### src/rtl/uart_rxq_pkg.sv
package uart_rxq_pkg;

  typedef enum logic [1:0] {
    TRIG_ONE     = 2'd0,
    TRIG_QUARTER = 2'd1,
    TRIG_HALF    = 2'd2,
    TRIG_NEAR    = 2'd3
  } trig_sel_e;

  // Fill level at which the data interrupt asserts, scaled to the depth.
  function automatic int unsigned trig_level(input logic [1:0] sel,
                                             input int unsigned depth);
    case (trig_sel_e'(sel))
      TRIG_ONE:     return 1;
      TRIG_QUARTER: return depth / 4;
      TRIG_HALF:    return depth / 2;
      default:      return depth - 2;
    endcase
  endfunction

endpackage

### src/rtl/rxq_storage.sv
module rxq_storage #(
  parameter int DATA_W = 8,
  parameter int DEPTH  = 16,
  localparam int AW    = (DEPTH > 1) ? $clog2(DEPTH) : 1,
  localparam int CW    = $clog2(DEPTH + 1)
) (
  input  logic              clk,
  input  logic              rst_n,
  input  logic              push_req,
  input  logic [DATA_W-1:0] wr_data,
  input  logic              pop_req,
  output logic [DATA_W-1:0] rd_data,
  output logic [CW-1:0]     count,
  output logic              full,
  output logic              empty,
  output logic              drop
);
  logic [DATA_W-1:0] mem [DEPTH];
  logic [AW-1:0]     wr_ptr, rd_ptr;
  logic              push_ok, pop_ok;

  assign full    = (count == CW'(DEPTH));
  assign empty   = (count == '0);
  assign pop_ok  = pop_req && !empty;
  assign push_ok = push_req && (!full || pop_ok);
  assign drop    = push_req && full && !pop_ok;
  assign rd_data = mem[rd_ptr];

  function automatic logic [AW-1:0] bump(input logic [AW-1:0] p);
    return (p == AW'(DEPTH - 1)) ? '0 : p + 1'b1;
  endfunction

  always_ff @(posedge clk) begin
    if (push_ok) mem[wr_ptr] <= wr_data;
  end

  always_ff @(posedge clk or negedge rst_n) begin
    if (!rst_n) begin
      wr_ptr <= '0;
      rd_ptr <= '0;
      count  <= '0;
    end else begin
      if (push_ok) wr_ptr <= bump(wr_ptr);
      if (pop_ok)  rd_ptr <= bump(rd_ptr);
      case ({push_ok, pop_ok})
        2'b10:   count <= count + 1'b1;
        2'b01:   count <= count - 1'b1;
        default: count <= count;
      endcase
    end
  end
endmodule

### src/rtl/rxq_trigger.sv
module rxq_trigger
  import uart_rxq_pkg::*;
#(
  parameter int DEPTH = 16,
  localparam int CW   = $clog2(DEPTH + 1)
) (
  input  logic [1:0]    sel,
  input  logic [CW-1:0] count,
  input  logic          enable,
  output logic          irq
);
  logic [CW-1:0] level;
  assign level = CW'(trig_level(sel, DEPTH));
  assign irq   = enable && (count >= level);
endmodule

### src/rtl/rxq_timeout.sv
module rxq_timeout #(
  parameter int LIMIT = 64,
  localparam int TW   = $clog2(LIMIT + 1)
) (
  input  logic clk,
  input  logic rst_n,
  input  logic hold,
  input  logic restart,
  input  logic tick,
  output logic expired
);
  logic [TW-1:0] ticks;

  assign expired = (ticks == TW'(LIMIT));

  always_ff @(posedge clk or negedge rst_n) begin
    if (!rst_n)               ticks <= '0;
    else if (hold || restart) ticks <= '0;
    else if (tick && !expired) ticks <= ticks + 1'b1;
  end
endmodule

### src/rtl/uart_rx_queue.sv
module uart_rx_queue #(
  parameter int DATA_W         = 8,
  parameter int DEPTH          = 16,
  parameter int TICKS_PER_CHAR = 16,
  parameter int TIMEOUT_CHARS  = 4,
  localparam int CW            = $clog2(DEPTH + 1),
  localparam int LIMIT         = TICKS_PER_CHAR * TIMEOUT_CHARS
) (
  input  logic              clk,
  input  logic              rst_n,
  input  logic              in_valid,
  input  logic [DATA_W-1:0] in_data,
  output logic              in_ready,
  output logic              out_valid,
  input  logic              out_ready,
  output logic [DATA_W-1:0] out_data,
  input  logic [1:0]        trig_sel,
  input  logic              rx_irq_en,
  input  logic              char_tick,
  input  logic              status_rd,
  output logic [CW-1:0]     fill_count,
  output logic              overrun,
  output logic              trig_irq,
  output logic              tout_irq
);
  logic full, empty, drop, expired, pop;

  assign pop = out_valid && out_ready;

  rxq_storage #(.DATA_W(DATA_W), .DEPTH(DEPTH)) u_store (
    .clk(clk), .rst_n(rst_n),
    .push_req(in_valid), .wr_data(in_data),
    .pop_req(out_ready), .rd_data(out_data),
    .count(fill_count), .full(full), .empty(empty), .drop(drop)
  );

  rxq_trigger #(.DEPTH(DEPTH)) u_trig (
    .sel(trig_sel), .count(fill_count), .enable(rx_irq_en), .irq(trig_irq)
  );

  rxq_timeout #(.LIMIT(LIMIT)) u_tout (
    .clk(clk), .rst_n(rst_n),
    .hold(empty), .restart(in_valid || pop), .tick(char_tick),
    .expired(expired)
  );

  assign in_ready  = !full;
  assign out_valid = !empty;
  assign tout_irq  = rx_irq_en && expired && !empty;

  always_ff @(posedge clk or negedge rst_n) begin
    if (!rst_n)         overrun <= 1'b0;
    else if (drop)      overrun <= 1'b1;
    else if (status_rd) overrun <= 1'b0;
  end
endmodule

### config.mk
export PLATFORM = sky130hd
export DESIGN_NAME = uart_rx_queue
export DESIGN_NICKNAME = d
export VERILOG_FILES = /design/src/rtl/uart_rxq_pkg.sv /design/src/rtl/rxq_storage.sv /design/src/rtl/rxq_trigger.sv /design/src/rtl/rxq_timeout.sv /design/src/rtl/uart_rx_queue.sv
export SDC_FILE = /design/constraint.sdc
export NUM_CORES = 1
export LEC_CHECK = 0
export ABC_AREA = 0
export BUFFER_PORTS_ARGS = -buffer_cell sky130_fd_sc_hd__buf_2
export CAP_MARGIN = 25
export CORE_ASPECT_RATIO = 2
export CORE_MARGIN = 2
export CORE_UTILIZATION = 60
export CTS_BUF_LIST = sky130_fd_sc_hd__clkbuf_16
export CTS_CLUSTER_DIAMETER = 120
export DETAILED_ROUTE_END_ITERATION = 6
export PLACE_DENSITY = 0.87
export REMOVE_ABC_BUFFERS = 1
export SYNTH_ARGS = -nofsm -noshare
export SYNTH_HDL_FRONTEND = slang
export SYNTH_SLANG_ARGS = --single-unit
### constraint.sdc
create_clock -name clk -period 4.2 [get_ports clk]
set_clock_uncertainty 0.05 [all_clocks]
set_input_delay 1.05 -clock clk [delete_from_list [all_inputs] [get_ports clk]]
set_output_delay 1.05 -clock clk [all_outputs]
set_load 0.02 [all_outputs]
======== Word-level counts from Yosys, hierarchy flattened ========
Memories as Yosys holds them, arrays and structs flattened.
Index checks and enable logic that the tools add are counted.
operators by class
  add/sub/neg operators ................... 5
  magnitude comparators ................... 1
  equality and inequality tests ........... 8
  muxes and demuxes ....................... 10
  reduce and logical (&&, ||, !) cells .... 20
operators with widths
  kind                 count
  $mux 7               2
  $pmux 4 s3           1
  $pmux 5 s2           1
  $add 4x1->4 const B  2
  $eq 4x4->1 const B   2
  $logic_and 1x1->1    8
  $mux 4               2
  $add 7x1->7 const B  1
  $eq 7x7->1 const B   1
  $reduce_bool 2->1    3
  $add 5x1->5 const B  1
  $eq 5x5->1 const B   1
  $ge 5x4->1           1
  $logic_not 5->1      1
  $sub 5x1->5 const B  1
  $eq 2x1->1 const B   2
  $eq 2x2->1 const B   2
  $logic_not 1->1      4
  $mux 1               4
  $logic_or 1x1->1     3
  $logic_not 2->1      1
storage, ports and cells
  register bits after elaboration ......... 21
  RAM bits ................................ 128
  input bits .............................. 17
  word-level logic and storage cells ...... 50
  memories ................................ 1
memory list
  memory       depth  width  read ports  clocked after Yosys merged registers in  wr ports  line               source
  u_store.mem  16     8      1           0                                        1         rxq_storage.sv:18  logic [DATA_W-1:0] mem [DEPTH];

======== Logic depth before layout (Yosys ltp) ========
  word-level depth ........................ 7
  gate-level depth with buffers ........... 9

======== Cells and area by module ========
Synthesis repeated with hierarchy kept, for this count alone.
second synthesis, totals
  cells, all modules ...................... 374
  area, all modules ....................... 6349.8 um2
by module, submodules not included
  module         instances  cells an instance  area each (um2)  sequential area each (um2)
  rxq_storage    1          311                5800.6           4169.0
  rxq_timeout    1          41                 382.9            175.2
  rxq_trigger    1          15                 108.9            0.0
  uart_rx_queue  1          7                  57.6             25.0

======== Least setup slack after synthesis ========
Ideal clock, no wire load.
  path type ............................... input-to-output
  start point ............................. in trig_sel[1]
  end point ............................... out trig_irq
  arrival ................................. 2133 ps
  data required time ...................... 3100 ps
  path slack .............................. 967 ps
  cell stages on the path ................. 7
  buffers on the path ..................... 0
  cells stage by stage .................... nor2_1 ha_1 nand2b_1 a21oi_1 nor2b_1 o21ai_0 a21boi_0
on the way
  cells in the longest elaborated chain, start to end .. 4
  elaborated cells between the ends (all ways) .. 6
  those cells by class .................... order compare (1); eq/ne (2); mux (1); reduce/logical (2)
ends and longest elaborated chain
  element                             line                 source
  from (decl)                         uart_rx_queue.sv:17  input logic [1:0] trig_sel,
  $eq 2x2->1 (tied with other cells)  uart_rxq_pkg.sv:13   case (trig_sel_e'(sel))
  $pmux 4 s3 (*)                      uart_rxq_pkg.sv:13
  $ge 5x4->1 (*)                      rxq_trigger.sv:14    assign irq = enable && (count >= level);
  $logic_and 1x1->1 (*)               rxq_trigger.sv:14
  to (decl)                           uart_rx_queue.sv:23  output logic trig_irq,
Every way passes the cells marked *; elsewhere a longest branch is shown, timed or not.

======== Worst setup path in the final report ========
  start point ............................. reg u_store.rd_ptr[0]
  end point ............................... out out_data[3]
on the way
  cells in the longest elaborated chain, start to end .. 1
ends and longest elaborated chain
  element                 line                 source
  from (decl)             rxq_storage.sv:19    logic [AW-1:0] wr_ptr, rd_ptr;
  from (signal assigned)  rxq_storage.sv:44    if (pop_ok) rd_ptr <= bump(rd_ptr);
  $mem_v2 16x8            n/a
  to (decl)               uart_rx_queue.sv:16  output logic [DATA_W-1:0] out_data,
Every way passes these cells.

==> results_dict.tcl <==
set metrics [dict create \
    status "finished, final reports clean" \
    gp_congestion 0.821 \
    p_per_area_nw_per_um2 688 \
    grt-busiest-layer "met2" \
    yosys-top-cells-area "edfxtp_1, dfrtp_1, mux4_2" \
    startpoint "u_store.rd_ptr[0]" \
    setup_viol_count_final 0 \
    final_layout_size_suffix_gt1_share_pct 24.1 \
    ir_drop_mv 0.462 \
    grt_pass1_wl_um 20500 \
    max_stage_delay_ns 0.75 \
    vias 3620 \
    finalWirelength_um 13100 \
    finalNetCount 466 \
    dieHeight_um 149 \
    cts_root_buffer "clkbuf_16" \
    endpoint_kind "output pin" \
    cts_setup_buffers 0 \
    cts_resized 0 \
    startpoint_type "register" \
    clock_latency_ns 0.41 \
    timing.fmax_ghz 0.263 \
    synth_edf_count 128 \
    yosys.area.top_type "edfxtp_1" \
    routedWlPerCell_um 22.3 \
    critical_path_required_ns 3.10 \
    antenna_found_initial 0 \
    drtIter0Drc 221 \
    regArea_um2 4370 \
    grt_util_met3_pct 5.73 \
    htreeDepth 4 \
    clk_transition_reported_paths_ns 0.06 \
    p_leak_nw 2.61 \
    grt_start_max_net_pins 22 \
    max_slew.worst_pin.slew_ns 0.714 \
    min_path_type "reg2reg" \
    antenna_cells 0 \
    drv_cap 0 \
    maxSlewHeadroom_pct 52.4 \
    setup_tns_ns 0 \
    path_class "reg2out" \
    ys_ff_latch 149 \
    fin_cells 586 \
    clk_path_buf_depth 2 \
    cp_slowest_cell "dfrtp_2" \
    timing.final.crit_share_pct 90.5 \
    final_area_um2 7240 \
    fillCellCount 655 \
    avgSynthCellArea_um2 16.0 \
    groute.layer.met1.usage_pct 25.5 \
    grt_pass1_vias 3779 \
    drc 0 \
    yosysSeqAreaShare_pct 68.9 \
    fp.dieW_um 76.7 \
    syn_area_um2 6340 \
    rows 53 \
    r2r-start "u_store.count[2]" \
    placed_area_um2 6640 \
    path_max_fanout 21 \
    drtAntennaViolNets 0 \
    port_buffers 34 \
    multi_input_area_um2 1840 \
    grt.total_usage_pct 24.5 \
    async_reset_ff_share_pct 14.1 \
    yosysUniqueCellTypes 51 \
    synth_top_area_share_pct 60.6 \
    dr.pass1.iters 5 \
    cts.sinks 149 \
    start_util_pct 60.9 \
    postCtsHoldBufs 0 \
    routed_via_density 6.18 \
    overflow 0 \
    cp.arrival_ns 2.70 \
    path_cells "buf_4 > mux4_2 > a22oi_1 > nand2_1 > buf_2" \
    hold_viol 0 \
    post-place-cells 554 \
    cts_tree "built" \
    hpwlAfterDp_um 8780 \
    critical_path.top_delay_family "flip-flops" \
    finalMaxSlewViolations 0 \
    synth_ff_type "edfxtp_1" \
    grtUsageMet2_pct 46.0 \
    rsz0062_at_grt "false" \
    syn2layout_area_growth_pct 14.1 \
    cp_num_buf_inv 2 \
    syn_inst 397 \
    yosysWarnings 0 \
    fin_crit_ns 3.80 \
    worstHoldStart "overrun" \
    die_area_um2 11500 \
    ioPinCount 35 \
    cts_made_buffers 17 \
    core-area_um2 10400 \
]
-- area by class of cell --
type / count / share of cell area (%)
clock inverter: 15 / 2.35
inverter: 11 / 0.570
timing repair buffer: 40 / 2.97
sequential: 149 / 60.4
clock buffer: 17 / 5.88
multi-input combinational: 217 / 25.5
tap: 137 / 2.37
-- stage by stage --
stage               power, W  hold slack [ns]  setup WS [ns]  utilization (%)
floorplan            0.00299            0.460          0.336                -
global placement     0.00343            0.463          0.908             63.8
detailed placement   0.00349            0.489          0.866             63.8
CTS                  0.00500            0.499          0.364             69.5
global route         0.00519            0.506          0.212             69.5
finish               0.00498            0.492          0.401             69.5
-- flip-flops by register name, summed over array words and instances (netlist names) --
signal / count
u_store.mem: 128
u_store.count: 5
u_store.wr_ptr: 4
u_tout.ticks: 7
overrun: 1
u_store.rd_ptr: 4
-- cell usage after synthesis (8+ instances only) --
library cell    n
o21ai_0        20
a22oi_1         9
dfrtp_1        21
nand2_1        20
a21oi_1        13
nor2_1         14
and2_1         11
clkbuf_1       11
mux2_2         10
ha_1           13
mux4_2         16
a221oi_1        8
mux2i_1        24
xnor2_1         8
inv_1          11
edfxtp_1      128
-- logic make-up after synthesis --
family / count (synthesis) / synth area share (%)
AO/OA/AOI/OAI: 68 / 7.30
XOR/XNOR: 12 / 1.66
multiplexers: 52 / 11.7
buffers and inverters: 31 / 2.07
AND/OR/NAND/NOR: 72 / 5.84
adder cells (fa/ha/maj): 13 / 2.56
flip-flops: 149 / 68.9
-- layout by cell type (no fill, tap or decap), drive strengths merged, types with 9 or more instances in the layout --
cell      n
edfxtp  128
buf      40
mux2i    24
o21ai    23
dfrtp    21
nand2    20
inv      18
clkbuf   17
mux4     16
nor2     15
a21oi    13
ha       13
mux2     12
and2     11
a22oi     9
-- where the power goes --
| group | leakage [nW] | switching (W) | internal, W |
|---|---|---|---|
| Clock | 0.288 | 0.000619 | 0.000891 |
| Combinational | 0.899 | 0.000830 | 0.000619 |
| Sequential | 1.42 | 0.000244 | 0.00178 |
-- worst paths after layout --
path / end / slack (ns) / depth (start not counted)
setup / recovery: out_data[3] / 0.40 / 5
hold / removal: overrun / 0.49 / 2
setup reg to reg: u_store.count[4] / 1.58 / 8
hold reg to reg: overrun / 0.49 / 2
max in group asynchronous: u_store.rd_ptr[0] / 3.22 / 1
min in group asynchronous: u_tout.ticks[5] / 0.53 / 1
-- layer usage --
metal,up-vias,part of all wire (%)
met5,-,0
met3,31,4.2
met2,145,57
met1,1824,35
li1,1620,-
met4,0,3.4
-- tightest hold or removal path: stages (launching register included) --
cell and delay [ns]:
dfrtp_1 0.37, inv_1 0.05, o32ai_1 0.07
Note: power is estimated with default switching activity, not from simulation.
